[config.mk]
export PLATFORM = sky130hd
export DESIGN_NAME = slave_arbiter
export DESIGN_NICKNAME = d
export VERILOG_FILES = /design/src/rtl/arb_pkg.sv /design/src/rtl/arb_rr_pick.sv /design/src/rtl/arb_prio_pick.sv /design/src/rtl/slave_arbiter.sv
export SDC_FILE = /design/constraint.sdc
export NUM_CORES = 1
export LEC_CHECK = 0
export BUFFER_PORTS_ARGS = -buffer_cell sky130_fd_sc_hd__clkbuf_2
export CORE_MARGIN = 2
export CORE_UTILIZATION = 49
export DETAILED_ROUTE_END_ITERATION = 12
export GPL_ROUTABILITY_DRIVEN = 0
export PLACE_DENSITY = 0.91
export SLEW_MARGIN = 20
export SYNTH_ARGS = -nofsm -noshare
export SYNTH_HDL_FRONTEND = slang
export SYNTH_HIERARCHICAL = 1
export SYNTH_SLANG_ARGS = --single-unit
[constraint.sdc]
create_clock -name clk -period 1.9 [get_ports clk]
set_input_delay 0.095 -clock clk [delete_from_list [all_inputs] [get_ports clk]]
set_output_delay 0.095 -clock clk [all_outputs]
set_load 0.02 [all_outputs]
[src/rtl/arb_pkg.sv]
package arb_pkg;

    typedef enum logic {
        ARB_ROUND_ROBIN = 1'b0,
        ARB_FIXED_PRIO  = 1'b1
    } arb_type_e;

    typedef enum logic [1:0] {
        PARK_RELEASE   = 2'd0,
        PARK_KEEP_LAST = 2'd1,
        PARK_DEFAULT   = 2'd2,
        PARK_RESERVED  = 2'd3
    } park_mode_e;

endpackage

[src/rtl/arb_rr_pick.sv]
// Round-robin search: first requester at or above ptr, wrapping modulo N.
module arb_rr_pick #(
    parameter  int N_MASTERS = 4,
    localparam int IDX_W     = (N_MASTERS > 1) ? $clog2(N_MASTERS) : 1
) (
    input  logic [N_MASTERS-1:0] req,
    input  logic [IDX_W-1:0]     ptr,
    output logic                 found,
    output logic [IDX_W-1:0]     win_idx,
    output logic [IDX_W-1:0]     ptr_next
);
    localparam int SUM_W = IDX_W + 1;
    localparam logic [SUM_W-1:0] N_LIM = SUM_W'(N_MASTERS);

    logic [SUM_W-1:0] pos;
    logic [SUM_W-1:0] inc;

    always_comb begin
        found   = |req;
        win_idx = '0;
        pos     = '0;
        // Descending scan so the smallest offset from ptr is written last.
        for (int k = N_MASTERS - 1; k >= 0; k--) begin
            pos = {1'b0, ptr} + SUM_W'(k);
            if (pos >= N_LIM) begin
                pos = pos - N_LIM;
            end
            if (req[pos[IDX_W-1:0]]) begin
                win_idx = pos[IDX_W-1:0];
            end
        end
        inc = {1'b0, win_idx} + SUM_W'(1);
        if (inc >= N_LIM) begin
            ptr_next = '0;
        end else begin
            ptr_next = inc[IDX_W-1:0];
        end
    end

endmodule

[src/rtl/arb_prio_pick.sv]
// Fixed-priority search: largest value wins, equal values go to the higher index.
module arb_prio_pick #(
    parameter  int N_MASTERS = 4,
    parameter  int PRIO_W    = 4,
    localparam int IDX_W     = (N_MASTERS > 1) ? $clog2(N_MASTERS) : 1
) (
    input  logic [N_MASTERS-1:0]        req,
    input  logic [N_MASTERS*PRIO_W-1:0] prio_flat,
    output logic                        found,
    output logic [IDX_W-1:0]            win_idx
);
    logic [PRIO_W-1:0] best;
    logic [PRIO_W-1:0] cur;

    always_comb begin
        found   = 1'b0;
        win_idx = '0;
        best    = '0;
        cur     = '0;
        // Ascending scan with >= lets a later (higher) index take a tie.
        for (int i = 0; i < N_MASTERS; i++) begin
            cur = prio_flat[i*PRIO_W +: PRIO_W];
            if (req[i] && (!found || cur >= best)) begin
                found   = 1'b1;
                best    = cur;
                win_idx = IDX_W'(i);
            end
        end
    end

endmodule

[src/rtl/slave_arbiter.sv]
module slave_arbiter
    import arb_pkg::*;
#(
    parameter  int N_MASTERS = 4,
    parameter  int PRIO_W    = 4,
    localparam int IDX_W     = (N_MASTERS > 1) ? $clog2(N_MASTERS) : 1
) (
    input  logic                        clk,
    input  logic                        rst_n,
    input  logic [N_MASTERS-1:0]        req,
    input  logic                        last_beat,
    input  logic                        cfg_arb_type,
    input  logic [1:0]                  cfg_park_mode,
    input  logic [IDX_W-1:0]            cfg_default_idx,
    input  logic [N_MASTERS*PRIO_W-1:0] cfg_prio,
    output logic [N_MASTERS-1:0]        grant,
    output logic                        conn_valid,
    output logic [IDX_W-1:0]            conn_idx
);
    localparam logic [IDX_W:0] N_LIM = (IDX_W + 1)'(N_MASTERS);

    typedef struct packed {
        logic             valid;
        logic [IDX_W-1:0] idx;
        logic [IDX_W-1:0] ptr;
    } arb_state_t;

    arb_state_t st_d;
    arb_state_t st_q;

    logic             rr_found;
    logic [IDX_W-1:0] rr_idx;
    logic [IDX_W-1:0] rr_ptr_next;
    logic             pr_found;
    logic [IDX_W-1:0] pr_idx;
    logic             hold;
    logic             default_ok;
    arb_type_e        arb_type;
    park_mode_e       park_mode;

    arb_rr_pick #(.N_MASTERS(N_MASTERS)) u_rr_pick (
        .req      (req),
        .ptr      (st_q.ptr),
        .found    (rr_found),
        .win_idx  (rr_idx),
        .ptr_next (rr_ptr_next)
    );

    arb_prio_pick #(.N_MASTERS(N_MASTERS), .PRIO_W(PRIO_W)) u_prio_pick (
        .req       (req),
        .prio_flat (cfg_prio),
        .found     (pr_found),
        .win_idx   (pr_idx)
    );

    always_comb begin
        arb_type   = arb_type_e'(cfg_arb_type);
        park_mode  = park_mode_e'(cfg_park_mode);
        default_ok = ({1'b0, cfg_default_idx} < N_LIM);
        // An access in flight keeps the slave until its final beat.
        hold       = st_q.valid && req[st_q.idx] && !last_beat;
        st_d       = st_q;

        if (!hold) begin
            if (arb_type == ARB_FIXED_PRIO && pr_found) begin
                st_d.valid = 1'b1;
                st_d.idx   = pr_idx;
            end else if (arb_type == ARB_ROUND_ROBIN && rr_found) begin
                st_d.valid = 1'b1;
                st_d.idx   = rr_idx;
                st_d.ptr   = rr_ptr_next;
            end else begin
                unique case (park_mode)
                    PARK_KEEP_LAST: begin
                        st_d.valid = st_q.valid;
                    end
                    PARK_DEFAULT: begin
                        st_d.valid = default_ok;
                        if (default_ok) begin
                            st_d.idx = cfg_default_idx;
                        end
                    end
                    default: begin
                        st_d.valid = 1'b0;
                    end
                endcase
            end
        end
    end

    always_ff @(posedge clk or negedge rst_n) begin
        if (!rst_n) begin
            st_q <= '0;
        end else begin
            st_q <= st_d;
        end
    end

    for (genvar g = 0; g < N_MASTERS; g++) begin : g_grant
        assign grant[g] = st_q.valid && (st_q.idx == IDX_W'(g));
    end

    assign conn_valid = st_q.valid;
    assign conn_idx   = st_q.idx;

endmodule

==> results of run 1 <==
[state kept, by name, summed over array words and instances (netlist names)]
| signal | flops |
|---|---|
| conn_valid | 1 |
| st_q | 2 |
| conn_idx | 2 |
[stage by stage]
stage	area [um^2]	cells	hold WS, ns
after floorplan	1010	106	-0.201
after global placement	1250	170	-0.0877
after detailed placement	1250	170	-0.0843
after CTS	1320	178	0.196
after global routing	1380	179	0.211
final	1380	179	0.199
[final timing paths]
path / start / to / slack (ns) / cells past startpoint
setup / recovery: req[0] / conn_idx[0] / -1.90 / 21
hold / removal: rst_n / conn_idx[0] / 0.20 / 2
setup reg to reg: conn_idx[0] / conn_idx[1] / 0.16 / 3
hold reg to reg: st_q[0] / st_q[0] / 0.60 / 1
max in group asynchronous: rst_n / conn_valid / 1.56 / 2
min in group clk: cfg_park_mode[1] / conn_valid / 0.23 / 3
[final cells by class]
class / count / area, um^2 / area share
Tap cell: 25 / 31.3 / 0.0226
Clock buffer: 4 / 26.3 / 0.0190
Timing Repair Buffer: 46 / 279 / 0.202
Sequential cell: 5 / 125 / 0.0905
Inverter: 12 / 45.0 / 0.0326
Multi-Input combinational cell: 87 / 876 / 0.633
[cell families (layout without fill, tap and decap cells)]
family	after synthesis	in the layout	synth area share
and+or+nand+nor	36	36	0.215
AOI/OAI and AO/OA	18	18	0.168
buffers and inverters	14	62	0.0646
adders and majority gates	12	12	0.162
DFF	5	5	0.135
muxes	21	21	0.256
[Yosys cell counts, types with 2 or more instances]
master and number:
buf_4 2, nor2_1 6, a21oi_1 3, nor3_1 3
ha_1 12, dfrtp_1 5, nor3b_1 2, nand2b_1 6
nand2_1 10, inv_1 12, mux2_2 12, mux2i_1 8
o211ai_1 2
[where the power goes]
group | internal (uW) | total [uW] | switching, uW
registers | 151 | 233 | 82.1
clock network | 79.4 | 124 | 44.1
logic | 360 | 705 | 345
total | 591 | 1060 | 471
[per-layer routing]
metal | vias to the layer above | wire [um] | global-route usage
met5 | - | 0 | 0
li1 | 477 | - | -
met2 | 45 | 1350 | 0.441
met4 | 0 | 27 | 0.0270
met1 | 460 | 1060 | 0.291
met3 | 4 | 197 | 0.0943
[worst max-delay path, delay by kind of cell]
kind,cells,cell delay (ns)
compound gates,7,1.29
simple gates,5,0.61
mux,5,1.20
fa+ha+maj,3,0.63
buf+inv,1,0.11
[layout by cell type (no fill, tap or decap), types with 5 or more instances in the layout]
cell      synthesis  final
mux2i_1           8      8
buf_4             2     11
nor2_1            6      6
mux2_4            0      7
nand2b_1          6      5
inv_1            12     12
ha_1             12      5
dfrtp_1           5      5
clkbuf_2          0     32
mux2_2           12      5
ha_4              0      6
nand2_1          10      9
[what timing repair did]
action	in CTS	in global routing
hold endpoints to repair	5	0
pin swaps	10	9
endpoints found under the setup margin	2	2
gates resized for setup	2	10
setup buffers	3	1
hold buffers	1	0
==> impl_results.md, run 1 <==
- Largest net degree at the start of global routing: 9
- Fillers: roughly 120
- Setup WS post-layout: -1.90 ns
- Worst Max-Slew Pin Slew: slightly above 0.4 ns
- Skew final: around 0.0042 ns
- Die W: roughly 48 um
- Via count: roughly 990
- Syn Nets: ~150
- Vias in the first global route: between 900 and 1,000
- Global-route wire length before repair: about 4000 um
- Distinct cells, synth: 36
- IO Port Bufs: 34
- Max-cap viol count: 0
- FFs w/ async S/R, synth: 1.00
- CTS clk-pin slew, worst paths: ~0.04 ns
- CTS tree: yes
- GRT overflow: 0
- F_max: 263 MHz
- Clk_lat worst skew: 0.24 ns
- Yosys warns: 6
- RSZ-0062 raised after global routing: yes
- Power per cell area: between 700 and 800 nW/um^2
- WL/cell: roughly 15 um
- Final core occ: 0.784
- Nets: approximately 200
- Final Slew Violations: 0
- CTS Sinks: 5
- Final hold violations: 0
- Critical path data required time: about 2.0 ns
- Setup-failing EPs final: 2
- Largest area contributor in the netlist: ha_1
- H-tree levels: 1
- Rel. slew slack: 0.721
- # IOs: 35
- Detailed placement HPWL: around 1900 um
- Synth top area cells: ha_1 16%, mux2_2 15%, dfrtp_1 13%, mux2i_1 8.6%, inv_1 4.8%
- CP max stage cell: mux2_4
- Status: finished, violations left
- Tot Pwr: between 1000 and 1500 uW
- Gr usage total: 0.247
- Drt pass-1 iters: 4
- Num CTS Buffers: 3
- Core area: 1760 um^2
- Fin Setup TNS: -3.72 ns
- FP Rows: 15
- Final wirelength: around 2600 um
- Area Growth Syn to Fin: 48.7%
- Starting DRT DRC Count: 16
- Failing checks: setup timing
- Initial core utilization: 0.527
- Worst-path maximum fanout: 6
- FF+latch count, synth: 5
- Post-synth top area share: 0.162
- Layout cells sized above 1: 0.545
- Final Critical Period: approximately 3.8 ns
- Arr. time, crit path: 3.93 ns
- Hold WC Path Type: in -> async
- Critical-path cell list: buf_8 -> and2_4 -> ha_4 -> nor3b_2 -> nor2_1 -> o21ai_2 -> mux2_4 -> ha_4 -> nand2b_4 -> a21o_1 -> a211o_1 -> o211ai_4 -> mux2_4 -> ha_4 -> nand2b_4 -> a21oi_2 -> o21ai_2 -> a22o_2 -> mux2i_1 -> mux2i_1 -> mux2_4
- Highest cell delay on the worst timing path: approximately 0.36 ns
- Clock tree buffer depth: 2
- Crit path kind: in -> reg
- Sequential share of the synthesized area: 0.135
- Antenna violations before repair: 0
- Crit path launch type: input pin
- DRT antenna net count: 0
- Leak: 0.000727 uW
- Die Height: 47.6 um
- Number of synthesized flops with an enable pin: 0
- Die Area: about 2300 um^2
- Syn_area_per_cell: between 8 and 9 um^2
- Dominant synthesized flop cell: dfrtp_1
- Post-synthesis cell area: between 900 and 1000 um^2
- Crit. End Element: flip-flop
- Period utilization: 2.00
- Synthesized instance count: between 100 and 150
- Pre-CTS setup slack: -2.18 ns
- Maximum VDD drop: around 0.76 mV
- DR vias/cell: around 5.5
- N_diodes: 0
- DR DRC count: 0
- Root buf cell: clkbuf_4
Note: power is estimated with default switching activity, not from simulation.
==> inputs of run 2 (changes only) <==
SYNTH_HIERARCHICAL = unset   (was 1)
==> run 2 against run 1 <==
The run still ends with setup timing left. Clock power grew 4%. Hold slack got worse by 0.034 ns. Via count increased by 20%. Sequential share of layout area is 0.65 points lower. Largest cell class unchanged. First-iteration DRC count rose to 5.7 times the previous value. Area after synthesis shrank 1.7%. Clock-buffer cell count did not move. Die area decreased by 1.6%.
==> impl_results.md, run 2 <==
- Fin Setup TNS: -3.12 ns (+0.593 ns)
- Post-route cell area: 1490 um^2 (+7.8%)
- Placed cell count: 179 (+5.3%)
- Die Area: 2230 um^2 (-1.6%)
- Arr. time, crit path: 3.58 ns (-0.35 ns)
- Setup WS post-layout: -1.57 ns (+0.327 ns)
- FF+latch count, synth: 5 (unchanged)
- Power per cell area: 749 nW/um^2 (-2.4%)
- Layout cells sized above 1: 0.584 (+0.0389)
- Final Critical Period: 3.47 ns (-0.327 ns)
- Maximum VDD drop: 0.823 mV (+7.7%)
- Synth top area cells: ha_1 16%, dfrtp_1 14%, mux2_4 6.6%, inv_1 4.9%, mux2_2 4.9%
- Post-synth top area share: 0.164 (+0.00288)
- Detailed placement HPWL: 2070 um (+12%)
- Final hold violations: 0 (unchanged)
- IO Port Bufs: 34 (unchanged)
- Yosys warns: 0 (-6)
- Rel. slew slack: 0.702 (-0.0191)
- Worst Max-Slew Pin Slew: 0.446 ns (+0.0309 ns)
- Worst Reg-to-Reg Cells: 4 (+1)
- Highest cell delay on the worst timing path: 0.37 ns (about the same)
- Critical-path cell list: buf_8 -> and2_4 -> ha_4 -> nor3b_2 -> o21ai_2 -> o311ai_4 -> mux2_4 -> ha_4 -> o21ai_2 -> a21o_1 -> a21oi_4 -> mux2_4 -> ha_4 -> a21o_1 -> a31oi_4 -> o21ai_2 -> buf_4 -> o21ai_2 -> a41oi_2
- H-tree levels: 1 (unchanged)
- FP Rows: 15 (unchanged)
- CP max stage cell: mux2_4
- Commonest non-fill, non-tap cells in the layout: 33 x clkbuf_2, 20 x buf_4, 12 x inv_1
- Crit path buffers/inverters: 2 (+1)
- GRT overflow: 0 (unchanged)
- CTS tree: yes
- Largest net degree at the start of global routing: 10 (+1)
- Worst Hold Depth: 3
- Commonest non-fill, non-tap cell in the layout: clkbuf_2
- Metal-1 WL: 1220 um (+16%)
- Dpl cell area: 1280 um^2 (+2.3%)
- Die Height: 47.2 um (-0.80%)
- Number of synthesized flops with an enable pin: 0 (unchanged)
- Filler-free cell count of the finished design: 191 (+6.7%)
- Distinct cells, synth: 36 (unchanged)
- DR DRC count: 0 (unchanged)
- Flop pwr share: 0.200 (-0.019)
- Min-Delay Endpoint: conn_valid
- Antenna violations before repair: 0 (unchanged)
- Met2 wire length: 1930 um (+43%)
- Core area: 1750 um^2 (-1.1%)
- DRT antenna net count: 0 (unchanged)
- Vias in the first global route: 1,008 (+5.4%)
- Final Slew Violations: 0 (unchanged)
- Status: finished, violations left
- DR top layer: met4
- Syn_area_per_cell: 8.23 um^2 (-6.2%)
- Sw Pwr: 546 uW (+16%)
- Via count: 1,186 (+20%)
- Clk pwr share: 0.116 (about the same)
- Crit path launch type: input pin
- CTS Sinks: 5 (unchanged)
- Crit. End Element: flip-flop
- Global-route wire length before repair: 4110 um (+4.9%)
- Gr usage total: 0.264 (+0.0169)
- Critical path data required time: 2.01 ns (-0.02 ns)
- Largest area contributor in the netlist: ha_1
- Initial core utilization: 0.523 (-0.00365)
- Wire length on met3: 379 um (+92%)
- # IOs: 35 (unchanged)
- Period utilization: 1.83 (-0.172)
- Worst flop-to-flop path endpoint: st_q[0]
- Nets: 207 (+6.2%)
- Die W: 47.2 um (-0.80%)
- RSZ-0062 raised after global routing: yes
- R2r setup slk: 0.24 ns (+0.08 ns)
- Clock tree buffer depth: 2 (unchanged)
- Post-synthesis cell area: 913 um^2 (-1.7%)
- Sequential share of the synthesized area: 0.137 (+0.00240)
- Leak: 0.000716 uW (-1.5%)
- Max-cap viol count: 0 (unchanged)
- Num CTS Buffers: 3 (unchanged)
- Failing checks: setup timing
- Family with the most delay on the worst path: compound AO/OA/AOI/OAI gates
- Worst R2R Start: conn_idx[0]
- CTS clk-pin slew, worst paths: 0.05 ns (about the same)
- Syn Nets: 151 (+3.4%)
- Logic gate share of total power: 0.685 (+0.021)
- Synthesized instance count: 111 (+4.7%)
- Hold_sp: cfg_park_mode[0]
- Dominant synthesized flop cell: dfrtp_1
- Skew final: 0.00758 ns (+0.00340 ns)
- N_diodes: 0 (unchanged)
- Most frequent CP cell: o21ai_2
- Drt pass-1 iters: 5 (+1)
- Tot Pwr: 1120 uW (+5.1%)
- Final wirelength: 3810 um (+45%)
- Crit path kind: in -> reg
- Switching share of power: 0.489 (+0.0454)
- Post-synth top cells: 12 x ha_1, 12 x inv_1, 10 x nand2_1, 10 x nor2_1, 6 x a21oi_1
- Critical path depth in cells: 19 (-9.5%)
- FFs w/ async S/R, synth: 1.00 (unchanged)
- Root buf cell: clkbuf_4
- Area Growth Syn to Fin: 63.2%
- Setup-failing EPs final: 2 (unchanged)
- WL/cell: 19.9 um (+36%)
- F_max: 288 MHz (+9.4%)
- Clk_lat worst skew: 0.25 ns (about the same)
- DR vias/cell: 6.21 (+13%)
- Worst-path maximum fanout: 6 (unchanged)
- Internal cell power: 570 uW (-3.4%)
- Hold WC Path Type: in -> reg
- Starting DRT DRC Count: 91 (+75)
==> run 2: cell types whose count changed after synthesis, moves of 2 or more <==
cell,previous run,this run
or3b_1,0,2
nand2b_1,6,3
mux2i_1,8,3
a21oi_1,3,6
buf_4,2,4
mux2_2,12,4
o21ai_1,0,2
mux2_4,0,4
o21ai_0,1,4
o211ai_1,2,0
nor2_1,6,10
==> run 2: kinds of logic after synthesis <==
logic type,share of synthesized area
simple gates,0.218
compound gates,0.233
buf+inv,0.0904
fa+ha+maj,0.164
mux,0.148
flops,0.137
xor+xnor,0.00959
==> run 2: how the worst max path moves through the flow <==
stage                start           to  slack (ns)
detailed placement  req[0]  conn_idx[0]       -1.85
global placement    req[0]  conn_idx[0]       -1.66
CTS                 req[0]  conn_idx[0]       -1.53
finish              req[0]  conn_idx[1]       -1.57
floorplan           req[0]  conn_idx[0]       -1.53
global route        req[0]  conn_idx[1]       -1.67
==> run 2: through the flow <==
stage | utilization | hold slack [ns] | setup WS, ns
2_1_floorplan | - | -0.201 | -1.53
3_3_place_gp | 0.733 | -0.0848 | -1.66
3_5_place_dp | 0.733 | -0.0834 | -1.85
4_1_cts | 0.794 | 0.109 | -1.53
5_1_grt | 0.854 | 0.224 | -1.67
6_report | 0.854 | 0.165 | -1.57
==> run 2: power groups by stage <==
stage	Clock, uW	Sequential, uW	Combinational (uW)
after floorplan	0	182	478
after CTS	126	213	661
final	129	223	764
after global routing	134	225	817
after detailed placement	0	214	614
after global placement	0	208	580
==> run 2: timing repair <==
item / 4_1_cts / 5_1_grt
endpoints found under the hold margin: 5 / 0
setup endpoints to repair: 2 / 2
buffers inserted: 4 / 3
resized for setup: 9 / 13
pin swaps: 13 / 10
hold buffers: 1 / 0
==> run 2: worst register-to-register path, cell delays in order, from the launching register on <==
cell and delay [ns]:
dfrtp_1 0.49, mux2i_1 0.37, o32ai_2 0.16, nor3_1 0.33, o21ai_0 0.15
==> run 2: cell type report <==
| cell class | count | area (um^2) |
|---|---|---|
| Clock buffer | 4 | 26.3 |
| Fill cell | 88 | 255 |
| Inverter | 13 | 48.8 |
| Multi-Input combinational cell | 88 | 907 |
| Sequential cell | 5 | 125 |
| Tap cell | 25 | 31.3 |
| Timing Repair Buffer | 56 | 352 |
==> run 2: routing by layer <==
| layer | global-route usage | up-vias |
|---|---|---|
| met1 | 0.260 | 545 |
| met3 | 0.0654 | 34 |
| li1 | - | 505 |
| met4 | 0.133 | 0 |
| met5 | 0 | - |
| met2 | 0.504 | 102 |
==> inputs of run 3 (changes only) <==
ABC_CLOCK_PERIOD_IN_PS = 1900   (was unset)
MAX_ROUTING_LAYER = met4   (was unset)
==> run 3 against run 2 <==
The flow still finishes with violations (setup timing). Non-clock buffer count decreased by 1. Sequential share of layout area about the same. Critical endpoint is now conn_idx[0]. Highest routed layer unchanged. Wire length down 19%. Hold slack lost 0.050 ns. Die area is the same. Utilization down 0.43 points. Largest cell class unchanged.
==> impl_results.md, run 3 (synthesis gave the netlist of run 2 again) <==
- Flop pwr share: 0.203 (+0.003)
- Multi-input gate area: 907 um^2 (unchanged)
- CTS tree: yes
- DR DRC count: 0 (unchanged)
- Antenna violations before repair: 0 (unchanged)
- Nets: 206 (-0.48%)
- Vias in the first global route: 1,009 (+0.099%)
- Final wirelength: 3080 um (-19%)
- Area Growth Syn to Fin: 62.3%
- Commonest non-fill, non-tap cell in the layout: clkbuf_2
- Logic gate share of total power: 0.677 (-0.008)
- Clk pwr share: 0.119 (+0.003)
- Global-route wire length before repair: 4100 um (-0.17%)
- Grt peak-use layer: met2
- Status: finished, violations left
- Layout cells sized above 1: 0.582 (-0.00252)
- # IOs: 35 (unchanged)
- Period utilization: 1.78 (-0.0503)
- Largest net degree at the start of global routing: 10 (unchanged)
- Met1 usage: 0.260 (unchanged)
- Leak: 0.000711 uW (-0.71%)
- Max-cap viol count: 0 (unchanged)
- Worst-path maximum fanout: 6 (unchanged)
- Critical-path cell list: buf_8 -> and2_4 -> ha_4 -> nor3b_2 -> o21ai_2 -> o311ai_4 -> mux2_4 -> ha_4 -> o21ai_2 -> a21o_1 -> a21oi_4 -> mux2_4 -> ha_4 -> a21o_1 -> a31oi_4 -> o21ai_2 -> a2111oi_2 -> a21oi_1
- Setup-failing EPs final: 2 (unchanged)
- Setup WS post-layout: -1.48 ns (+0.0957 ns)
- Die Area: 2230 um^2 (unchanged)
- Fillers: 93 (+5.7%)
- Die Height: 47.2 um (unchanged)
- FP Rows: 15 (unchanged)
- Crit path kind: in -> reg
- Internal cell power: 564 uW (-1.1%)
- Arr. time, crit path: 3.50 ns (-0.08 ns)
- Gr usage total: 0.273 (+0.00852)
- Crit path launch type: input pin
- Worst Max-Slew Pin Slew: 0.445 ns (-0.000853 ns)
- Critical path data required time: 2.02 ns (about the same)
- Commonest non-fill, non-tap cells in the layout: 33 x clkbuf_2, 19 x buf_4, 12 x inv_1
- Final hold violations: 0 (unchanged)
- Detailed placement HPWL: 2070 um (unchanged)
- Skew final: 0.00496 ns (-0.00263 ns)
- WL/cell: 16.2 um (-19%)
- Power per cell area: 722 nW/um^2 (-3.7%)
- Highest cell delay on the worst timing path: 0.37 ns (about the same)
- Dpl cell area: 1280 um^2 (unchanged)
- Num CTS Buffers: 3 (unchanged)
- CTS Sinks: 5 (unchanged)
- Switching share of power: 0.473 (-0.0163)
- DRT antenna net count: 0 (unchanged)
- N_diodes: 0 (unchanged)
- Final Critical Period: 3.38 ns (-0.0957 ns)
- Clk_lat worst skew: 0.25 ns (about the same)
- H-tree levels: 1 (unchanged)
- CP max stage cell: mux2_4
- Fin Hold WS: 0.115 ns (-0.0502 ns)
- Die W: 47.2 um (unchanged)
- Storage element area: 125 um^2 (unchanged)
- F_max: 296 MHz (+2.8%)
- Drt pass-1 iters: 6 (+1)
- Crit path buffers/inverters: 1 (-1)
- Pre-CTS setup slack: -1.85 ns (unchanged)
- Root buf cell: clkbuf_4
- Core area: 1750 um^2 (unchanged)
- Sw Pwr: 506 uW (-7.3%)
- Family with the most delay on the worst path: compound AO/OA/AOI/OAI gates
- RSZ-0062 raised after global routing: yes
- CTS clk-pin slew, worst paths: 0.05 ns (about the same)
- Rel. slew slack: 0.703 (about the same)
- Crit. End Element: flip-flop
- DR vias/cell: 5.88 (-5.2%)
- Post-route cell area: 1480 um^2 (-0.50%)
- Via count: 1,118 (-5.7%)
- Final Slew Violations: 0 (unchanged)
- Maximum VDD drop: 0.784 mV (-4.7%)
- Clock tree buffer depth: 2 (unchanged)
- GR met2 Demand/Resource: 0.504 (unchanged)
- Hold WC Path Type: in -> reg
- Initial core utilization: 0.523 (unchanged)
- GR Util met3: 0.0654 (unchanged)
- Failing checks: setup timing
- IO Port Bufs: 34 (unchanged)
- GRT overflow: 0 (unchanged)
- Starting DRT DRC Count: 27 (-70%)
## run 3: cell count changes in the layout (fill, tap and decap cells not counted)
cell,previous run,this run
buf_4,20,19
## run 3: final timing paths
kind	slack, ns	to	depth (start not counted)	from
min reg2reg	0.62	conn_valid	2	conn_valid
max reg2reg	0.27	conn_idx[0]	5	st_q[1]
max in group asynchronous	1.54	st_q[1]	2	rst_n
min in group asynchronous	0.22	conn_idx[1]	2	rst_n
min	0.12	conn_valid	3	cfg_park_mode[0]
max	-1.48	conn_idx[0]	18	req[0]
## run 3: cell type report
type / count / area share
Timing Repair Buffer: 55 / 0.232
Multi-Input combinational cell: 88 / 0.612
Inverter: 13 / 0.0329
Tap cell: 25 / 0.0211
Sequential cell: 5 / 0.0844
Clock buffer: 4 / 0.0177
## run 3: timing repair
action,CTS,global route
hold buffers,1,0
buffers inserted,4,2
endpoints found under the hold margin,5,0
endpoints found under the setup margin,2,2
resized for setup,9,13
pin swaps,13,10
## run 3: power by group through the flow
stage          clock, uW  combinational, uW  sequential, uW
6_report             128                725             218
5_1_grt              134                783             223
4_1_cts              126                661             213
3_5_place_dp           0                614             214
3_3_place_gp           0                580             208
2_1_floorplan          0                478             182
## run 3: routing by layer
layer,share of wire,up-vias,wire [um]
met5,0,-,0
met4,0.042,0,128
met3,0.077,22,238
met2,0.52,74,1610
met1,0.36,520,1100
li1,-,502,-
## run 3: metrics by stage
stage | utilization | instances | power, uW | setup TNS [ns]
floorplan | - | 111 | 660 | -2.96
global placement | 0.733 | 179 | 788 | -3.29
detailed placement | 0.733 | 179 | 828 | -3.59
CTS | 0.794 | 188 | 1000 | -2.95
global route | 0.849 | 190 | 1140 | -3.09
finish | 0.849 | 190 | 1070 | -2.94
## run 3: tightest hold or removal path, stage by stage
cell,delay (ns)
clkbuf_2,0.09
nand3b_1,0.07
nand2_1,0.06
